### src/rtl/rdc_pkg.sv
package rdc_pkg;

   typedef enum logic [2:0] {
      ST_IDLE,
      ST_WAIT_HDR,
      ST_LOAD_PATTERNS,
      ST_SCAN,
      ST_REPORT
   } rdc_state_e;

endpackage

### src/rtl/rdc_stage_queue.sv
module rdc_stage_queue #(
   parameter int DW    = 8,
   parameter int DEPTH = 2
) (
   input  logic          clk,
   input  logic          rst,
   input  logic          push,
   input  logic [DW-1:0] push_data,
   input  logic          pop,
   output logic          full,
   output logic          empty,
   output logic [DW-1:0] head
);

   generate
      if (DEPTH == 1) begin : g_single
         logic          vld;
         logic [DW-1:0] data;

         always_ff @(posedge clk) begin
            if (rst) begin
               vld <= 1'b0;
            end else if (pop && vld) begin
               vld <= 1'b0;
            end else if (push && !vld) begin
               vld <= 1'b1;
            end
         end

         always_ff @(posedge clk) begin
            if (push && !vld) data <= push_data;
         end

         assign full  = vld;
         assign empty = !vld;
         assign head  = data;
      end else begin : g_ring
         localparam int PW = $clog2(DEPTH);
         localparam int CW = $clog2(DEPTH + 1);

         logic [DW-1:0] mem [DEPTH];
         logic [PW-1:0] wp, rp;
         logic [CW-1:0] occ;
         logic          do_push, do_pop;

         assign do_push = push && (occ != CW'(DEPTH));
         assign do_pop  = pop && (occ != '0);

         always_ff @(posedge clk) begin
            if (rst) begin
               wp  <= '0;
               rp  <= '0;
               occ <= '0;
            end else begin
               if (do_push) wp <= (wp == PW'(DEPTH - 1)) ? '0 : wp + 1'b1;
               if (do_pop)  rp <= (rp == PW'(DEPTH - 1)) ? '0 : rp + 1'b1;
               occ <= occ + CW'(do_push) - CW'(do_pop);
            end
         end

         always_ff @(posedge clk) begin
            if (do_push) mem[wp] <= push_data;
         end

         assign full  = (occ == CW'(DEPTH));
         assign empty = (occ == '0);
         assign head  = mem[rp];
      end
   endgenerate

endmodule

### src/rtl/rdc_load_seq.sv
module rdc_load_seq #(
   parameter int IDX_W  = 10,
   parameter int CNT_W  = 10,
   parameter int SLOT_W = 10,
   parameter int BEATS  = 16
) (
   input  logic              clk,
   input  logic              rst,
   input  logic              start,
   input  logic [IDX_W-1:0]  start_idx,
   input  logic [CNT_W-1:0]  count,
   output logic              wr_en,
   output logic [SLOT_W-1:0] slot,
   output logic [IDX_W-1:0]  pat_idx,
   output logic              done
);

   localparam int BW = (BEATS > 1) ? $clog2(BEATS) : 1;

   logic             active;
   logic [BW-1:0]    beat;
   logic [CNT_W-1:0] entry;
   logic [CNT_W-1:0] total;
   logic [IDX_W-1:0] base;
   logic             last_beat, last_entry;

   assign last_beat  = (beat == BW'(BEATS - 1));
   assign last_entry = (entry == total - 1'b1);
   assign done       = active && last_beat && last_entry;

   always_ff @(posedge clk) begin
      if (rst) begin
         active <= 1'b0;
         beat   <= '0;
         entry  <= '0;
         total  <= '0;
         base   <= '0;
      end else if (start) begin
         active <= (count != '0);
         beat   <= '0;
         entry  <= '0;
         total  <= count;
         base   <= start_idx;
      end else if (active) begin
         if (last_beat) begin
            beat <= '0;
            if (last_entry) active <= 1'b0;
            else            entry  <= entry + 1'b1;
         end else begin
            beat <= beat + 1'b1;
         end
      end
   end

   assign wr_en   = active;
   assign slot    = SLOT_W'(entry);
   assign pat_idx = base + IDX_W'(entry);

endmodule

### src/rtl/rdc_dispatch_ctrl.sv
module rdc_dispatch_ctrl
   import rdc_pkg::*;
#(
   parameter int RULE_W      = 7,
   parameter int IDX_W       = 10,
   parameter int CNT_W       = 10,
   parameter int SLOT_W      = 10,
   parameter int PAT_W       = 160,
   parameter int WR_BEATS    = 16,
   parameter int STAGE_DEPTH = 2
) (
   input  logic              clk,
   input  logic              rst,
   input  logic              hdr_valid,
   output logic              hdr_ready,
   input  logic              hdr_hit,
   input  logic [RULE_W-1:0] hdr_rule,
   output logic [RULE_W-1:0] tbl_idx,
   input  logic [IDX_W-1:0]  tbl_start,
   input  logic [CNT_W-1:0]  tbl_count,
   output logic [IDX_W-1:0]  pbuf_addr,
   input  logic [PAT_W-1:0]  pbuf_data,
   output logic              pm_wr_en,
   output logic [SLOT_W-1:0] pm_wr_slot,
   output logic [PAT_W-1:0]  pm_wr_data,
   output logic              pm_scan_start,
   input  logic              pm_scan_done,
   input  logic              pm_hit,
   input  logic [SLOT_W-1:0] pm_hit_slot,
   output logic              res_valid,
   output logic [RULE_W-1:0] res_rule,
   output logic              res_hdr_hit,
   output logic              res_pay_hit,
   output logic [IDX_W-1:0]  res_addr
);

   localparam int DW = 1 + RULE_W + IDX_W + CNT_W;

   generate
      if (STAGE_DEPTH < 1) begin : g_bad_depth
         $error("rdc_dispatch_ctrl: STAGE_DEPTH must be at least 1");
      end
      if (WR_BEATS < 1) begin : g_bad_beats
         $error("rdc_dispatch_ctrl: WR_BEATS must be at least 1");
      end
      if (SLOT_W < CNT_W) begin : g_bad_slot
         $error("rdc_dispatch_ctrl: SLOT_W must cover CNT_W");
      end
      if (PAT_W < 1 || RULE_W < 1 || IDX_W < 1) begin : g_bad_width
         $error("rdc_dispatch_ctrl: widths must be positive");
      end
   endgenerate

   rdc_state_e        state;
   logic              q_full, q_empty, q_pop, q_push;
   logic [DW-1:0]     q_in, q_head;
   logic              h_hit;
   logic [RULE_W-1:0] h_rule;
   logic [IDX_W-1:0]  h_start;
   logic [CNT_W-1:0]  h_cnt;
   logic              seq_start, seq_done;
   logic              scan_issued;
   logic              cur_hit;
   logic [RULE_W-1:0] cur_rule;
   logic [IDX_W-1:0]  cur_start;
   logic              r_pay_hit;
   logic [IDX_W-1:0]  r_addr;

   // header side: lookup and staging
   assign tbl_idx   = hdr_rule;
   assign hdr_ready = !q_full;
   assign q_push    = hdr_valid && !q_full;
   assign q_in      = {hdr_hit, (hdr_hit ? hdr_rule : {RULE_W{1'b0}}), tbl_start, tbl_count};

   rdc_stage_queue #(
      .DW    (DW),
      .DEPTH (STAGE_DEPTH)
   ) i_queue (
      .clk       (clk),
      .rst       (rst),
      .push      (q_push),
      .push_data (q_in),
      .pop       (q_pop),
      .full      (q_full),
      .empty     (q_empty),
      .head      (q_head)
   );

   assign {h_hit, h_rule, h_start, h_cnt} = q_head;
   assign q_pop     = (state == ST_WAIT_HDR) && !q_empty;
   assign seq_start = q_pop && h_hit && (h_cnt != '0);

   // payload side: pattern copy
   rdc_load_seq #(
      .IDX_W  (IDX_W),
      .CNT_W  (CNT_W),
      .SLOT_W (SLOT_W),
      .BEATS  (WR_BEATS)
   ) i_load (
      .clk       (clk),
      .rst       (rst),
      .start     (seq_start),
      .start_idx (h_start),
      .count     (h_cnt),
      .wr_en     (pm_wr_en),
      .slot      (pm_wr_slot),
      .pat_idx   (pbuf_addr),
      .done      (seq_done)
   );

   assign pm_wr_data = pbuf_data;

   // sequencing
   always_ff @(posedge clk) begin
      if (rst) begin
         state       <= ST_IDLE;
         scan_issued <= 1'b0;
         cur_hit     <= 1'b0;
         cur_rule    <= '0;
         cur_start   <= '0;
         r_pay_hit   <= 1'b0;
         r_addr      <= '0;
      end else begin
         unique case (state)
            ST_IDLE: state <= ST_WAIT_HDR;
            ST_WAIT_HDR: begin
               if (q_pop) begin
                  cur_hit     <= h_hit;
                  cur_rule    <= h_rule;
                  cur_start   <= h_start;
                  r_pay_hit   <= 1'b0;
                  r_addr      <= '0;
                  scan_issued <= 1'b0;
                  if (!h_hit)              state <= ST_REPORT;
                  else if (h_cnt == '0)    state <= ST_SCAN;
                  else                     state <= ST_LOAD_PATTERNS;
               end
            end
            ST_LOAD_PATTERNS: begin
               if (seq_done) state <= ST_SCAN;
            end
            ST_SCAN: begin
               if (!scan_issued) begin
                  scan_issued <= 1'b1;
               end else if (pm_scan_done) begin
                  r_pay_hit <= pm_hit;
                  r_addr    <= pm_hit ? (cur_start + IDX_W'(pm_hit_slot)) : '0;
                  state     <= ST_REPORT;
               end
            end
            ST_REPORT: state <= ST_WAIT_HDR;
            default:   state <= ST_IDLE;
         endcase
      end
   end

   assign pm_scan_start = (state == ST_SCAN) && !scan_issued;
   assign res_valid     = (state == ST_REPORT);
   assign res_rule      = cur_rule;
   assign res_hdr_hit   = cur_hit;
   assign res_pay_hit   = r_pay_hit;
   assign res_addr      = r_addr;

endmodule

### config.mk
export PLATFORM = sky130hd
export DESIGN_NAME = rdc_dispatch_ctrl
export DESIGN_NICKNAME = d
export VERILOG_FILES = /design/src/rtl/rdc_pkg.sv /design/src/rtl/rdc_stage_queue.sv /design/src/rtl/rdc_load_seq.sv /design/src/rtl/rdc_dispatch_ctrl.sv
export SDC_FILE = /design/constraint.sdc
export NUM_CORES = 1
export LEC_CHECK = 0
export ABC_CLOCK_PERIOD_IN_PS = 2800
export BUFFER_PORTS_ARGS = -buffer_cell sky130_fd_sc_hd__buf_2
export CORE_AREA = 2 2 162 164
export CTS_BUF_LIST = sky130_fd_sc_hd__clkbuf_4 sky130_fd_sc_hd__clkbuf_8
export CTS_CLUSTER_SIZE = 24
export DETAILED_ROUTE_END_ITERATION = 10
export DIE_AREA = 0 0 164 166
export HOLD_SLACK_MARGIN = 0.1
export REMOVE_ABC_BUFFERS = 1
export SYNTH_ARGS = -nofsm -noshare
export SYNTH_HDL_FRONTEND = slang
export SYNTH_SLANG_ARGS = --single-unit
### constraint.sdc
create_clock -name clk -period 2.8 [get_ports clk]
set_input_delay 0.28 -clock clk [delete_from_list [all_inputs] [get_ports clk]]
set_output_delay 0.28 -clock clk [all_outputs]
set_load 0.005 [all_outputs]
==> impl_metrics.ini, run 1 <==
[logic_synthesis]
synth_enable_flop_cells = 56
syn_area_per_cell_um2 = 10.06
yosys.cell_types.count = 57
ys_async_sr_fraction_pct = 0
flip_flop_cell_with_the_highest_count_after_synthesis = dfxtp_1
syn_inst = 713
sequential_area_share_after_synthesis_pct = 43.82
yosys_warns = 0
synth_seq_cells = 129
mappedNetlistArea_mm2 = 0.007173

[pwr]
power.leakage_nw = 2.885
p_sw_share_pct = 32.47
clkPwrFrac_pct = 27.5
share_comb_of_total_power_pct = 28.3
power.ir.vdd_worst_uv = 345.7
switchingPower_mw = 1.830
share_seq_of_total_power_pct = 44.2
internal_power_mw = 3.806
power-per-cell-area_mw_per_mm2 = 755.5

[global_route]
first_global_vias = 4709
overflow_left_after_global_routing = 0
first_pass_grt_wire_length_um = 53150
track_usage_pct = 31.37
grt_antenna_before_repair = 0
pin_count_of_the_biggest_net_entering_global_routing = 39

[critical_path]
r2r_cells = 10
critPathBufInv = 2
critical_path_arrival_ns = 2.38
worst_setup_path_end_kind = output port
critical-path-top-delay-family = adder cells
critPathKind = reg -> out
worstPathCellList = ha_2, inv_1, fa_2, nor2b_1, o21ai_0, nand2b_1, a21o_1, a21oi_1, o21ai_1, xor2_1, buf_2
r2r_setup_slack_ns = 0.21
kind_of_start_point_of_the_critical_path = flip-flop
critical_path.slowest_cell = dfxtp_1
worst_ep_required_time_ns = 2.52
slowest_delay_ns = 0.35
r2r-start = i_load.total[0]$_SDFFE_PP0P_
cp_max_fo = 2
critical_path.reg2reg.endpoint = i_load.slot[5]$_SDFFE_PP0P_
cp-startpoint = i_load.slot[0]$_SDFFE_PP0P_

[timing]
setup_repair_after_global_routing_missed_its_margin = no
final.min_clock_period_ns = 2.658
final.setup.tns_ns = 0
final-hold-violation-count = 0
setup_viols_final = 0
clock-skew-final_ns = 0.01036
max_freq_mhz = 376.2
worstMarginPinSlew_ns = 0.5126
timing.final.crit_share_pct = 94.93
report.final.slew_viol_count = 0
timing.slew.headroom_pct = 64.85

[final_layout]
design.final.nets = 899
synthToLayoutAreaGrowth_pct = 3.994
fin_area_mm2 = 0.007460
drive_above_1_share_pct = 23.68
mostFrequentLayoutCell = buf_2
num_antenna_cells = 0
layout_common_cells = buf_2 (92), nor2_1 (73), dfxtp_1 (71)

[routing]
antenna_left = 0
finalWirelength_um = 43030
routedWlPerCell_um = 42.22
post-route-drc-count = 0
drt_pass1_iterations = 5
detail_route.iter0.violations = 358
post_drt_via_cell_ratio = 4.954
vias = 5048

[placement]
placed_area_mm2 = 0.006832
port_buffers = 92
gpl.final_weighted_congestion = 1.244
dpl.hpwl_um = 38980

[cts]
insertion_delay_ns = 0.43
tritoncts = done
cts.sink_count = 129
cts.clk_slew.worst_paths_ns = 0.07
numCtsBuffers = 17
cts_buffer_depth = 2
cts_max_level = 4
clock_tree.root_cell = clkbuf_8

[floorplanning]
num_io_pins = 413
die_width_um = 164
floorplan.core_area_mm2 = 0.02562
die_height_um = 166
design.die.area_mm2 = 0.02722
number_of_rows_created_at_floorplan = 59
floorplan.initialDensity_pct = 28.00

[hold_path]
hold_start = hdr_hit
worstHoldEndpoint = i_queue.g_ring.mem[0][27]$_DFFE_PP_
min_path_cells = 1
worst_hold_path_type = in -> reg

[flow_run]
timing.max_cap.violations = 0

[outcome]
status = complete, no violations
-- through the flow --
stage	power (mW)	instances	setup slack [ns]	utilization [%]	hold slack (ns)
2_1_floorplan	3.614	522	-0.8871	-	0.3491
3_3_place_gp	4.075	964	0.2503	26.67	0.4389
3_5_place_dp	4.095	964	0.2179	26.67	0.4487
4_1_cts	5.684	1016	0.01451	28.97	0.1166
5_1_grt	6.016	1019	0.007063	29.12	0.1202
6_report	5.636	1019	0.1419	29.12	0.1435
-- cells by family (layout without fill, tap and decap cells) --
kind of cell	count (synthesis)	count (layout)	share of synthesized area, %
muxes	33	33	4.622
AOI/OAI and AO/OA	103	103	10.45
xor gates and xnor gates	40	40	4.884
and+or+nand+nor	181	181	12.33
DFF	129	129	43.82
buffers and inverters	202	173	19.33
adders and majority gates	25	25	4.570
-- how the worst max path moves through the flow --
stage	to	slack, ns	cells past startpoint
floorplan	i_queue.g_ring.occ[1]$_SDFF_PP0_	-0.89	8
global placement	i_load.wr_en$_SDFF_PP0_	0.25	9
detailed placement	i_load.wr_en$_SDFF_PP0_	0.22	9
CTS	pbuf_addr[8]	0.01	11
global route	i_load.wr_en$_SDFF_PP0_	0.007	9
finish	pbuf_addr[8]	0.14	11
-- per-layer routing --
layer  up-vias  wire length, µm  share of wire, %  track usage [%]
li1       2260                -                 -                -
met1      2218             8176                19            16.68
met2       505            20280                47            52.05
met3        61            12350                29            42.36
met4         4             2053               4.8            12.28
met5         -              171              0.40            7.455
-- cell usage after synthesis (13+ instances only) --
cell | count | share of area [%]
dfxtp_1 | 73 | 20
mux2i_1 | 32 | 4.5
o21ai_0 | 13 | 0.91
nand2_1 | 24 | 1.3
ha_1 | 23 | 4.0
xnor2_1 | 25 | 3.1
a211oi_1 | 36 | 3.8
a21oi_1 | 17 | 1.2
clkbuf_1 | 19 | 0.99
buf_4 | 167 | 17
nor2_1 | 75 | 3.9
edfxtp_1 | 56 | 23
xor2_1 | 15 | 1.8
-- sequential cells by signal, summed over array words and instances (netlist names), 2 cells and up, named ones only --
register            count
i_load.total           10
cur_start              10
i_load.beat             4
res_rule                7
state                   3
i_queue.g_ring.occ      2
i_load.slot            10
res_addr               10
i_load.base            10
i_queue.g_ring.mem     56
-- worst register-to-register path, cell delays in order (launching register included) --
cell	delay (ns)
dfxtp_1	0.37
inv_1	0.08
ha_1	0.26
or4b_4	0.52
or3_1	0.36
nand4_1	0.12
a211oi_2	0.05
buf_4	0.17
a2111oi_4	0.36
xnor2_1	0.15
nor2_1	0.05
-- timing repair --
item / in CTS / in global routing
setup endpoints to repair: 2 / 9
buffers inserted: 0 / 3
hold buffers: 20 / 0
hold endpoints to repair: 40 / 0
pin swaps: 0 / 2
resized for setup: 2 / 6
-- power groups by stage --
stage                     clock network [mW]  logic (mW)  registers, mW
after global routing                    1.69        1.80           2.53
after global placement                     0        1.55           2.53
after floorplan                            0        1.08           2.53
after detailed placement                   0        1.56           2.53
final                                   1.55        1.60           2.49
after CTS                               1.60        1.60           2.49
-- final cells by class --
type	instances	area, µm²
Clock buffer	19	249.0
Timing Repair Buffer	130	795.8
Multi-Input combinational cell	382	2671
Inverter	11	41.29
Tap cell	335	419.2
Fill cell	2663	18160
Sequential cell	129	3146
Clock inverter	13	137.6
No activity file was read; power rests on OpenSTA's default activity.
==> run 2: changes to the inputs <==
- ABC_CLOCK_PERIOD_IN_PS: 2800 -> 2600
- CAP_MARGIN: not set -> 10
- clock period: 2.8 -> 2.6 ns (I/O delays scaled with it)
==> impl_metrics.ini, run 2 (synthesized netlist as in run 1, its figures left out) <==
[cts]
cts_buffer_depth = 2
insertion_delay_ns = 0.44
cts.clk_slew.worst_paths_ns = 0.08
clock_tree.root_cell = clkbuf_8
tritoncts = done
cts.sink_count = 129
cts_max_level = 4
numCtsBuffers = 17

[final_layout]
num_antenna_cells = 0
layout_common_cells = buf_2 (92), nor2_1 (73), dfxtp_1 (69)
largest_reg_flops = 56
largest-register = i_queue.g_ring.mem
mostFrequentLayoutCell = buf_2
synthToLayoutAreaGrowth_pct = 6.419
final.fill_count = 2649
drive_above_1_share_pct = 25.79
design.final.nets = 913

[floorplanning]
die_height_um = 166
die_width_um = 164
floorplan.core_area_mm2 = 0.02562
number_of_rows_created_at_floorplan = 59
design.die.area_mm2 = 0.02722
num_io_pins = 413
floorplan.initialDensity_pct = 28.00

[routing]
vias = 5147
drt_pass1_iterations = 5
post-route-drc-count = 0
post_drt_via_cell_ratio = 4.983
routedWlPerCell_um = 42.16
finalWirelength_um = 43550
detail_route.iter0.violations = 350
antenna_left = 0

[timing]
setup_viols_final = 0
worstMarginPinSlew_ns = 0.6879
fin_worst_hold_slack_ns = 0.1396
clock-skew-final_ns = 0.01556
final-hold-violation-count = 0
timing.slew.headroom_pct = 53.65
final.min_clock_period_ns = 2.564
timing.final.crit_share_pct = 98.63
max_freq_mhz = 390.0
setup_repair_after_global_routing_missed_its_margin = yes
finalWorstSetupSlack_ns = 0.03574
report.final.slew_viol_count = 0

[global_route]
pin_count_of_the_biggest_net_entering_global_routing = 39
grt_antenna_before_repair = 0
track_usage_pct = 31.71
overflow_left_after_global_routing = 0
first_pass_grt_wire_length_um = 54060
first_global_vias = 4824

[pwr]
power.leakage_nw = 2.992
power.ir.vdd_worst_uv = 499.6
power-per-cell-area_mw_per_mm2 = 811.1

[critical_path]
critPathKind = reg -> out
r2r_cells = 10
cp_max_fo = 4
kind_of_start_point_of_the_critical_path = flip-flop
critical_path.reg2reg.endpoint = i_load.slot[5]$_SDFFE_PP0P_
r2r_setup_slack_ns = 0.22
critical_path_arrival_ns = 2.30
worst_ep_required_time_ns = 2.34
critical_path.slowest_cell = dfxtp_2
worstPathCellList = ha_1, a21o_1, a21oi_2, nor2b_1, o21ai_2, a211o_1, buf_4, a211oi_2, buf_2
worst_setup_path_end_kind = output port
slowest_delay_ns = 0.35
r2r-start = i_load.total[1]$_SDFFE_PP0P_

[flow_run]
timing.max_cap.violations = 0

[outcome]
status = complete, no violations

[hold_path]
worstHoldEndpoint = i_queue.g_ring.mem[0][22]$_DFFE_PP_
min_path_cells = 2
worst_hold_path_type = in -> reg
hold_start = hdr_rule[2]

[placement]
port_buffers = 92
preCtsSetupSlack_ns = 0.1915
gpl.final_weighted_congestion = 1.244
dpl.hpwl_um = 39270
## run 2: changes by cell type in the layout (fill, tap and decap cells not counted), sizes merged
cell	delta
buf	+9
clkinvlp	-4
dlygate4sd3	+5
inv	+4
## run 2: worst max-delay path by stage
| stage | slack (ns) | endpoint | from | cells after the start |
|---|---|---|---|---|
| 3_5_place_dp | 0.19 | res_addr[8]$_SDFFE_PP0P_ | pm_hit_slot[0] | 10 |
| 4_1_cts | 0.001 | pbuf_addr[8] | i_load.slot[0]$_SDFFE_PP0P_ | 11 |
| 2_1_floorplan | -1.09 | i_queue.g_ring.occ[1]$_SDFF_PP0_ | state[2]$_SDFFE_PP0P_ | 8 |
| 5_1_grt | -0.10 | pbuf_addr[9] | i_load.slot[1]$_SDFFE_PP0P_ | 9 |
| 6_report | 0.04 | pbuf_addr[9] | i_load.slot[1]$_SDFFE_PP0P_ | 9 |
| 3_3_place_gp | 0.23 | res_addr[8]$_SDFFE_PP0P_ | pm_hit_slot[0] | 10 |
## run 2: final cells by class
class,instances,area (µm²),area share [%]
multi-input combinational,382,2693,35.27
clock inverter,13,151.4,1.983
clock buffer,19,255.2,3.344
inverter,11,41.29,0.5409
sequential,129,3148,41.24
timing repair buffer,144,925.9,12.13
tap,335,419.2,5.491
## run 2: where the power goes
group | switching, mW | internal [mW]
logic | 0.970 | 0.784
registers | 0.215 | 2.47
clock network | 0.845 | 0.910
## run 2: layer usage
layer  vias up  global-route usage (%)  part of all wire, %
met5         -                   8.727                 0.45
met4         4                   15.60                  5.5
met3        69                   43.33                   29
met2       496                   51.39                   47
met1      2288                   16.16                   18
li1       2290                       -                    -
## run 2: per-stage QoR
step	utilization [%]	setup TNS (ns)	power, mW	area [µm²]	std cells
final	29.80	0	6.192	7634	1033
after global routing	29.80	-0.2735	6.580	7634	1033
after detailed placement	26.86	0	4.442	6882	969
after global placement	26.86	0	4.411	6882	969
after CTS	29.72	0	6.244	7612	1033
after floorplan	-	-31.74	3.893	5828	522
## run 2: timing repair
| action | CTS | global route |
|---|---|---|
| setup endpoints to repair | 3 | 5 |
| setup buffers | 7 | 1 |
| gates resized for setup | 11 | 4 |
| endpoints found under the hold margin | 50 | 0 |
| pin swaps | 6 | 7 |
| hold buffers | 25 | 0 |
| gates cloned | 0 | 0 |
## run 2: worst max-delay path: cells and delay by family (launching register included)
kind                       cells  cell delay [ns]
adders and majority gates      1             0.28
AOI/OAI and AO/OA              5             0.76
and+or+nand+nor                1             0.15
DFF                            1             0.35
buffers and inverters          2             0.32
